File: src/rtl/fret_pkg.sv
package fret_pkg;

    localparam int ADDR_W_DEF = 64;
    localparam int VA_W_DEF   = 48;
    localparam int SEL_W_DEF  = 16;

    typedef enum logic [2:0] {
        MODE_REAL   = 3'd0,
        MODE_V86    = 3'd1,
        MODE_PROT   = 3'd2,
        MODE_COMPAT = 3'd3,
        MODE_LONG   = 3'd4
    } cpu_mode_e;

    typedef enum logic [1:0] {
        FLT_NONE = 2'd0,
        FLT_UD   = 2'd1,
        FLT_GP   = 2'd2
    } fault_e;

    typedef struct packed {
        logic [31:0] base;
        logic [19:0] limit;
        logic [3:0]  seg_type;
        logic        s;
        logic [1:0]  dpl;
        logic        p;
        logic        l;
        logic        db;
        logic        g;
    } seg_cache_t;

    localparam int CACHE_W = $bits(seg_cache_t);

    localparam logic [19:0] FLAT_LIMIT = 20'hFFFFF;
    localparam logic [3:0]  CODE_TYPE  = 4'd11;
    localparam logic [3:0]  STACK_TYPE = 4'd3;
    localparam logic [1:0]  USER_PL    = 2'd3;

endpackage

File: src/rtl/fret_fault_check.sv
module fret_fault_check
    import fret_pkg::*;
#(
    parameter int ADDR_W = ADDR_W_DEF,
    parameter int VA_W   = VA_W_DEF,
    parameter int SEL_W  = SEL_W_DEF
) (
    input  logic              lock_pfx,
    input  logic [2:0]        mode,
    input  logic [1:0]        cpl,
    input  logic [SEL_W-1:2]  sel_idx,
    input  logic [ADDR_W-1:0] rsp_cand,
    input  logic [ADDR_W-1:0] rip_cand,
    output fault_e            flt
);
    localparam int HI_W = ADDR_W - VA_W + 1;

    logic [HI_W-1:0] rsp_hi, rip_hi;
    logic            rsp_canon, rip_canon;
    logic            mode_bad, sel_bad, canon_bad;

    assign rsp_hi    = rsp_cand[ADDR_W-1:VA_W-1];
    assign rip_hi    = rip_cand[ADDR_W-1:VA_W-1];
    assign rsp_canon = (&rsp_hi) | ~(|rsp_hi);
    assign rip_canon = (&rip_hi) | ~(|rip_hi);

    assign mode_bad  = (mode == MODE_REAL) || (mode == MODE_V86);
    assign sel_bad   = ~(|sel_idx) || (cpl != 2'd0);
    assign canon_bad = (mode == MODE_LONG) && !(rsp_canon && rip_canon);

    always_comb begin
        if (lock_pfx)       flt = FLT_UD;
        else if (mode_bad)  flt = FLT_GP;
        else if (sel_bad)   flt = FLT_GP;
        else if (canon_bad) flt = FLT_GP;
        else                flt = FLT_NONE;
    end
endmodule

File: src/rtl/fret_ptr_sel.sv
module fret_ptr_sel
    import fret_pkg::*;
#(
    parameter int ADDR_W = ADDR_W_DEF
) (
    input  logic              op64,
    input  logic [ADDR_W-1:0] rcx,
    input  logic [ADDR_W-1:0] rdx,
    output logic [ADDR_W-1:0] rsp_nxt,
    output logic [ADDR_W-1:0] rip_nxt
);
    localparam int LOW_W = 32;

    always_comb begin
        if (op64) begin
            rsp_nxt = rcx;
            rip_nxt = rdx;
        end else begin
            rsp_nxt = {{(ADDR_W-LOW_W){1'b0}}, rcx[LOW_W-1:0]};
            rip_nxt = {{(ADDR_W-LOW_W){1'b0}}, rdx[LOW_W-1:0]};
        end
    end
endmodule

File: src/rtl/fret_sel_gen.sv
module fret_sel_gen
    import fret_pkg::*;
#(
    parameter int SEL_W    = SEL_W_DEF,
    parameter int CS_OFF64 = 32,
    parameter int CS_OFF32 = 16,
    parameter int SS_STEP  = 8
) (
    input  logic             op64,
    input  logic [SEL_W-1:0] sel_base,
    output logic [SEL_W-1:0] cs_nxt,
    output logic [SEL_W-1:0] ss_nxt
);
    localparam logic [SEL_W-1:0] OFF64 = SEL_W'(CS_OFF64);
    localparam logic [SEL_W-1:0] OFF32 = SEL_W'(CS_OFF32);
    localparam logic [SEL_W-1:0] STEP  = SEL_W'(SS_STEP);
    localparam logic [SEL_W-1:0] RPL3  = SEL_W'(3);

    logic [SEL_W-1:0] cs_sum;

    assign cs_sum = sel_base + (op64 ? OFF64 : OFF32);
    assign cs_nxt = cs_sum | RPL3;
    assign ss_nxt = cs_nxt + STEP;
endmodule

File: src/rtl/fret_cache_gen.sv
module fret_cache_gen
    import fret_pkg::*;
(
    input  logic       op64,
    output seg_cache_t cs_nxt,
    output seg_cache_t ss_nxt
);
    seg_cache_t seg [2];

    for (genvar gi = 0; gi < 2; gi++) begin : g_seg
        if (gi == 0) begin : g_code
            always_comb begin
                seg[gi]          = '0;
                seg[gi].limit    = FLAT_LIMIT;
                seg[gi].seg_type = CODE_TYPE;
                seg[gi].s        = 1'b1;
                seg[gi].dpl      = USER_PL;
                seg[gi].p        = 1'b1;
                seg[gi].l        = op64;
                seg[gi].db       = ~op64;
                seg[gi].g        = 1'b1;
            end
        end else begin : g_stack
            always_comb begin
                seg[gi]          = '0;
                seg[gi].limit    = FLAT_LIMIT;
                seg[gi].seg_type = STACK_TYPE;
                seg[gi].s        = 1'b1;
                seg[gi].dpl      = USER_PL;
                seg[gi].p        = 1'b1;
                seg[gi].db       = 1'b1;
                seg[gi].g        = 1'b1;
            end
        end
    end

    assign cs_nxt = seg[0];
    assign ss_nxt = seg[1];
endmodule

File: src/rtl/fast_ret_loader.sv
module fast_ret_loader
    import fret_pkg::*;
#(
    parameter int ADDR_W = ADDR_W_DEF,
    parameter int VA_W   = VA_W_DEF,
    parameter int SEL_W  = SEL_W_DEF
) (
    input  logic               clk,
    input  logic               rst,
    input  logic               req,
    input  logic [2:0]         mode,
    input  logic [1:0]         cpl,
    input  logic               op64,
    input  logic               lock_pfx,
    input  logic [SEL_W-1:0]   sel_base,
    input  logic [ADDR_W-1:0]  rcx,
    input  logic [ADDR_W-1:0]  rdx,
    output logic               done,
    output logic [1:0]         fault,
    output logic [ADDR_W-1:0]  new_rsp,
    output logic [ADDR_W-1:0]  new_rip,
    output logic [SEL_W-1:0]   cs_sel,
    output logic [SEL_W-1:0]   ss_sel,
    output logic [CACHE_W-1:0] cs_cache,
    output logic [CACHE_W-1:0] ss_cache,
    output logic [1:0]         new_cpl
);
    fault_e            flt_w, flt_q;
    logic [ADDR_W-1:0] rsp_w, rip_w;
    logic [SEL_W-1:0]  cs_w, ss_w;
    seg_cache_t        csc_w, ssc_w;

    logic              done_q;
    logic [ADDR_W-1:0] rsp_q, rip_q;
    logic [SEL_W-1:0]  cs_q, ss_q;
    seg_cache_t        csc_q, ssc_q;
    logic [1:0]        cpl_q;

    fret_ptr_sel #(.ADDR_W(ADDR_W)) u_ptr (
        .op64    (op64),
        .rcx     (rcx),
        .rdx     (rdx),
        .rsp_nxt (rsp_w),
        .rip_nxt (rip_w)
    );

    fret_fault_check #(.ADDR_W(ADDR_W), .VA_W(VA_W), .SEL_W(SEL_W)) u_flt (
        .lock_pfx (lock_pfx),
        .mode     (mode),
        .cpl      (cpl),
        .sel_idx  (sel_base[SEL_W-1:2]),
        .rsp_cand (rsp_w),
        .rip_cand (rip_w),
        .flt      (flt_w)
    );

    fret_sel_gen #(.SEL_W(SEL_W)) u_sel (
        .op64     (op64),
        .sel_base (sel_base),
        .cs_nxt   (cs_w),
        .ss_nxt   (ss_w)
    );

    fret_cache_gen u_cache (
        .op64   (op64),
        .cs_nxt (csc_w),
        .ss_nxt (ssc_w)
    );

    always_ff @(posedge clk) begin
        if (rst) begin
            done_q <= 1'b0;
            flt_q  <= FLT_NONE;
            rsp_q  <= '0;
            rip_q  <= '0;
            cs_q   <= '0;
            ss_q   <= '0;
            csc_q  <= '0;
            ssc_q  <= '0;
            cpl_q  <= 2'd0;
        end else begin
            done_q <= req;
            if (req) begin
                flt_q <= flt_w;
                if (flt_w == FLT_NONE) begin
                    rsp_q <= rsp_w;
                    rip_q <= rip_w;
                    cs_q  <= cs_w;
                    ss_q  <= ss_w;
                    csc_q <= csc_w;
                    ssc_q <= ssc_w;
                    cpl_q <= USER_PL;
                end
            end
        end
    end

    assign done     = done_q;
    assign fault    = flt_q;
    assign new_rsp  = rsp_q;
    assign new_rip  = rip_q;
    assign cs_sel   = cs_q;
    assign ss_sel   = ss_q;
    assign cs_cache = csc_q;
    assign ss_cache = ssc_q;
    assign new_cpl  = cpl_q;
endmodule

File: config.mk
export PLATFORM = sky130hd
export DESIGN_NAME = fast_ret_loader
export DESIGN_NICKNAME = d
export VERILOG_FILES = /design/src/rtl/fret_pkg.sv /design/src/rtl/fret_fault_check.sv /design/src/rtl/fret_ptr_sel.sv /design/src/rtl/fret_sel_gen.sv /design/src/rtl/fret_cache_gen.sv /design/src/rtl/fast_ret_loader.sv
export SDC_FILE = /design/constraint.sdc
export NUM_CORES = 1
export LEC_CHECK = 0
export ABC_AREA = 1
export ABC_CLOCK_PERIOD_IN_PS = 3550
export BUFFER_PORTS_ARGS = -buffer_cell sky130_fd_sc_hd__buf_2
export CAP_MARGIN = 20
export CORE_ASPECT_RATIO = 1.2
export CORE_MARGIN = 5
export CORE_UTILIZATION = 30
export CTS_CLUSTER_SIZE = 24
export DETAILED_ROUTE_END_ITERATION = 6
export SETUP_SLACK_MARGIN = 0.1
export SLEW_MARGIN = 20
export SYNTH_ARGS = -nofsm -noshare
export SYNTH_HDL_FRONTEND = slang
export SYNTH_SLANG_ARGS = --single-unit
File: constraint.sdc
create_clock -name clk -period 3.55 [get_ports clk]
set_input_delay 0.5325 -clock clk [delete_from_list [all_inputs] [get_ports clk]]
set_output_delay 0.5325 -clock clk [all_outputs]
set_load 0.02 [all_outputs]
# After elaboration in Yosys (flattened, before gate mapping)
# Cells that the tools add are included.
# word_totals
register_bits	169
in_bits	154
out_inout_bits	291
# op_classes
add_sub_neg	2
eq_ne	2
mux	7
bitwise_logic	6
n_reduce_logical	14
# ops
cell	count
$mux W64	2
$reduce_and A17 Y1	2
$reduce_or A17 Y1	2
$add A16 B16 Y16	1
$add A16 B4 Y16 const B	1
$reduce_or A14 Y1	1
$mux W2	4
$mux W6	1
$not A1 Y1	4
$eq A3 B1 Y1 const B	1
$eq A3 B3 Y1 const B	1
$logic_not A3 Y1	1
$logic_and A1 B1 Y1	2
$logic_not A2 Y1	1
$logic_or A1 B1 Y1	2
$or A1 B1 Y1	2
$reduce_and A2 Y1	1
$reduce_bool A2 Y1	1
$logic_not A1 Y1	1

# Longest topological paths before layout
# logic_depth
depth_word	13
depth_mapped	20
mapped_depth_nobuf	16

# Cells and area by module
# Synthesis repeated with hierarchy kept, for this count alone.
# hier_totals
hier_cells	2420
hier_area_um2	16493.3
# modules_own_cells
module	instances	cells_per_inst	area_each_um2	seq_area_each_um2
fast_ret_loader	1	1891	13495.4	5805.6
fret_ptr_sel	1	199	1036.0	0.0
fret_cache_gen	1	128	949.7	0.0
fret_sel_gen	1	129	695.7	0.0
fret_fault_check	1	73	316.6	0.0

# Least setup slack after synthesis
# No wires, ideal clock.
# synth_path
path_type	input port to flip-flop
startpoint	input port op64
endpoint	register ss_q[12], in the netlist ss_sel[12]
setup_ns	0.111
arrival_time_ns	3.137
t_required_ns	3.439
setup_slack_ns	0.302
path_stages	15
path_buffers	4
path_cell_list	buf_4 -> buf_4 -> clkbuf_1 -> buf_1 -> inv_1 -> ha_1 -> fa_1 -> nand3_1 -> nor2_1 -> nand3_1 -> nor2_1 -> nand3_1 -> xor2_1 -> nor2_1 -> nor2_1
# synth_rtl
element	line	source
start, declared	fast_ret_loader.sv:13	input logic op64,
$mux W6	fret_sel_gen.sv:21	assign cs_sum = sel_base + (op64 ? OFF64 : OFF32);
$add A16 B16 Y16	fret_sel_gen.sv:21	
named net cs_w[5]	fast_ret_loader.sv:30	logic [SEL_W-1:0] cs_w, ss_w;
$add A16 B4 Y16	fret_sel_gen.sv:23	assign ss_nxt = cs_nxt + STEP;
end signal, assigned	fast_ret_loader.sv:89	ss_q <= ss_w;
end, declared	fast_ret_loader.sv:35	logic [SEL_W-1:0] cs_q, ss_q;
# The timed path passes the listed nets, and every way through them passes these cells.
# A chain may end at the register's enable or synchronous reset.

# Worst setup path in the final report
# layout_path
startpoint	input port op64
endpoint	register rip_q[43], in the netlist new_rip[43]
# layout_via
elab_chain_cells	13
# layout_rtl
element	line	source
$mux W64	fret_ptr_sel.sv:15	if (op64) begin
$reduce_or A17 Y1, on equally long branches	fret_fault_check.sv:24, fret_fault_check.sv:25	
$not A1 Y1, on equally long branches	fret_fault_check.sv:24, fret_fault_check.sv:25	
$or A1 B1 Y1, on equally long branches	fret_fault_check.sv:24, fret_fault_check.sv:25	
$logic_and A1 B1 Y1	fret_fault_check.sv:29	assign canon_bad = (mode == MODE_LONG) && !(rsp_canon && rip_canon);
$logic_not A1 Y1	fret_fault_check.sv:29	
$logic_and A1 B1 Y1	fret_fault_check.sv:29	
$mux W2	fret_fault_check.sv:35	else if (canon_bad) flt = FLT_GP;
$mux W2	fret_fault_check.sv:34	else if (sel_bad) flt = FLT_GP;
$mux W2	fret_fault_check.sv:33	else if (mode_bad) flt = FLT_GP;
$mux W2	fret_fault_check.sv:32	if (lock_pfx) flt = FLT_UD;
$logic_not A2 Y1	fast_ret_loader.sv:85	if (flt_w == FLT_NONE) begin
$reduce_and A2 Y1 (no source line)	--	
end signal, assigned	fast_ret_loader.sv:87	rip_q <= rip_w;
end, declared	fast_ret_loader.sv:34	logic [ADDR_W-1:0] rsp_q, rip_q;
# Several ways; a longest one is shown, not always the timed one.

==> flow_summary.json <==
{
  "synth_top_cell_area_share_pct": 37.76,
  "synthCells": 1234,
  "critPathTopFamily": "simple AND/OR/NAND/NOR gates",
  "grt_usage_pct": 17.08,
  "power_mw": 4.482,
  "start_util_pct": 30.49,
  "critPathRequiredTime_ns": 3.82,
  "synth_area_per_cell_sq_um": 6.917,
  "p_leak_nw": 5.384,
  "final_util_pct": 37.65,
  "clk_latency_ns": 0.42,
  "fmax_ghz": 0.3821,
  "viasPerCell": 4.664,
  "r2r-start": "cs_sel[1]$_SDFFE_PP0P_",
  "wirelength_um": 28800,
  "synth_edf_count": 0,
  "critPathMaxStageDelay_ns": 0.40,
  "path_cells": "buf_2, buf_4, nand2_1, nor2_1, nand3_1, nor2_1, nand2_1, nand2_1, nand2_1, nand2_4, nand3_4, buf_12, nand2_1, a21oi_1",
  "fp.dieW_um": 164.0,
  "globalplace.congestion": 0.8814,
  "worstPathArrival_ns": 2.89,
  "cts_num_sinks": 161,
  "critPathCapture": "new_rip[43]$_SDFFE_PP0P_",
  "seqPwrFrac_pct": 41.5,
  "setup_viol": 0,
  "die_h_um": 194.8,
  "final_cell_area_sq_um": 10540,
  "path_depth": 14,
  "cp.buffers_inverters": 3,
  "grt_pass1_wl_um": 44040,
  "port_buffers": 374,
  "grt_pass1_vias": 8100,
  "place_ws_ns": 0.4927,
  "ant_nets": 0,
  "cap_viol_max_count": 0,
  "holdWs_ns": 0.3766,
  "period_needed_ns": 2.617,
  "cts_tree": "done",
  "power_density_nw_per_um2": 425.2,
  "drive_above_1_share_pct": 28.32,
  "synth-main-ff-cell": "dfxtp_1",
  "min_period_over_period_pct": 73.72,
  "drt_iter0_drc": 496,
  "internal_power_mw": 3.177,
  "hold_buffers": 0,
  "ys_seq_area_share_pct": 37.76,
  "slew_headroom_pct": 39.85,
  "antenna_found_initial": 1,
  "status": "completed",
  "hold_path.class": "in -> reg",
  "firstDrtPassIters": 5,
  "synth_top_cell_by_area": "dfxtp_1",
  "route.detailed.drc": 0,
  "nNetsFinal": 1642,
  "post_cts_buffers": 0,
  "via_count": 8750,
  "finClkSkew_ns": 0,
  "area_growth_pct": 23.50,
  "coreArea_sq_um": 28000,
  "rows": 67,
  "cp_slowest_cell": "buf_4",
  "setup_ws_ns": 0.9330,
  "clock_power_share_pct": 44.5,
  "cts_buffers": 17,
  "critPathMaxFanout": 53,
  "pwr-share-comb_pct": 14.0,
  "placed_cells": 1844,
  "startpoint": "op64",
  "syn_area_sq_um": 8536,
  "p_switching_mw": 1.305,
  "placed_cell_area_sq_um": 9912,
  "clk_pin_slew_worst_paths_ns": 0.07,
  "ys_ff_latch": 161,
  "synth_async_sr_flop_share_pct": 0,
  "grt.overflow.total": 0,
  "critPathLaunchType": "primary input",
  "n_antenna_cell": 0,
  "cp_common_cell": "nand2_1",
  "swShare_pct": 29.11,
  "rsz0062_at_grt": "false",
  "stdcell_count": 1876,
  "cts.path.max_buffers": 2,
  "tightestPinTransition_ns": 0.9023,
  "finalHoldViolations": 0,
  "ios": 445,
  "synth_warnings": 0,
  "reg2reg_slack_ns": 2.31,
  "grt_max_degree": 149,
  "cts.htree.levels": 4,
  "clock-root-buffer": "clkbuf_16",
  "yosys-top-cells-area": "dfxtp_1 38%, nand2_1 15%, buf_4 13%, nand4_1 12%, a21oi_1 7.0%",
  "dp.final_hpwl_um": 20060,
  "peakVddDrop_mv": 0.3640,
  "worstSetupEndpointType": "flip-flop",
  "ys_types": 26,
  "crit_type": "in -> reg",
  "timing.setup.tns_ns": 0,
  "wl_per_cell_um": 15.35,
  "dieArea_sq_um": 31940,
  "rr_worst_depth": 2,
  "cts_resized": 0,
  "reg2reg_to": "cs_sel[1]$_SDFFE_PP0P_",
  "slew_violations": 0
}
==> power groups by stage <==
stage | clock network (mW) | logic (mW) | registers, mW
6_report | 1.99 | 0.626 | 1.86
5_1_grt | 2.14 | 0.687 | 1.87
4_1_cts | 2.06 | 0.628 | 1.86
3_5_place_dp | 0 | 0.625 | 1.90
3_3_place_gp | 0 | 0.625 | 1.90
2_1_floorplan | 0 | 0.436 | 1.95
==> flip-flops by register name, summed over array words and instances, names as in the netlist <==
signal	count
new_rsp	64
done	1
cs_cache	2
ss_sel	13
fault	2
new_rip	64
cs_sel	15
==> cell type report <==
cell class / count / area [sq um]
Sequential cell: 161 / 3224
Timing Repair Buffer: 386 / 2052
Multi-Input combinational cell: 811 / 3760
Clock buffer: 18 / 439.2
Tap cell: 379 / 474.2
Fill cell: 3112 / 17460
Inverter: 107 / 401.6
Clock inverter: 14 / 190.2
==> cells in the final DEF, fill, tap and decap left out, drive strengths merged, types with 3 or more instances in the layout <==
| master | count |
|---|---|
| conb | 68 |
| bufinv | 3 |
| a21oi | 120 |
| buf | 386 |
| clkbuf | 18 |
| ha | 3 |
| nand2 | 332 |
| inv | 115 |
| dfxtp | 161 |
| nand3 | 26 |
| nor2 | 83 |
| xor2 | 3 |
| o21ai | 9 |
| nand4 | 157 |
==> cell usage after synthesis (2+ instances only) <==
master / instances
xor2_1: 3
nand2_2: 2
dfxtp_1: 161
nand2_1: 330
nor3_1: 2
nand4_1: 157
a21oi_1: 120
o21ai_0: 8
xnor2_1: 2
buf_6: 3
nor2b_1: 2
buf_4: 147
nor2_1: 83
buf_1: 6
inv_1: 107
clkbuf_1: 47
ha_1: 3
nand3_1: 25
buf_2: 19
==> tightest hold or removal path: stages <==
cell and delay, ns:
buf_2 0.09, nand4_1 0.07, a21oi_1 0.06
==> metal layers <==
metal | vias to the layer above | global-route usage (%) | share of wire (%)
met5 | - | 0 | 0.045
met1 | 3958 | 20.33 | 40
met4 | 2 | 6.029 | 2.7
met3 | 45 | 5.233 | 9.5
met2 | 419 | 28.96 | 48
li1 | 4326 | - | -
==> worst min path at each step <==
stage,from,end,slack [ns],cells after the start
final,rdx[10],new_rip[10]$_SDFFE_PP0P_,0.38,3
after detailed placement,cs_cache[1]$_SDFFE_PP0P_,cs_cache[1]$_SDFFE_PP0P_,0.45,2
after CTS,rcx[12],new_rsp[12]$_SDFFE_PP0P_,0.35,3
after floorplan,new_rsp[16]$_SDFFE_PP0P_,new_rsp[16]$_SDFFE_PP0P_,0.54,2
after global placement,new_rip[23]$_SDFFE_PP0P_,new_rip[23]$_SDFFE_PP0P_,0.44,2
after global routing,rdx[10],new_rip[10]$_SDFFE_PP0P_,0.35,3
==> kinds of logic (layout without fill, tap and decap cells) <==
| kind of cell | after synthesis | count (layout) | share of synthesized area [%] |
|---|---|---|---|
| adders and majority gates | 4 | 4 | 0.6743 |
| DFF | 161 | 161 | 37.76 |
| buffers and inverters | 329 | 525 | 21.47 |
| AOI/OAI and AO/OA | 130 | 130 | 7.710 |
| other | 1 | 68 | 0.04393 |
| and+or+nand+nor | 604 | 604 | 31.82 |
| xor gates and xnor gates | 5 | 5 | 0.5131 |
No activity file was read; power rests on OpenSTA's default activity.
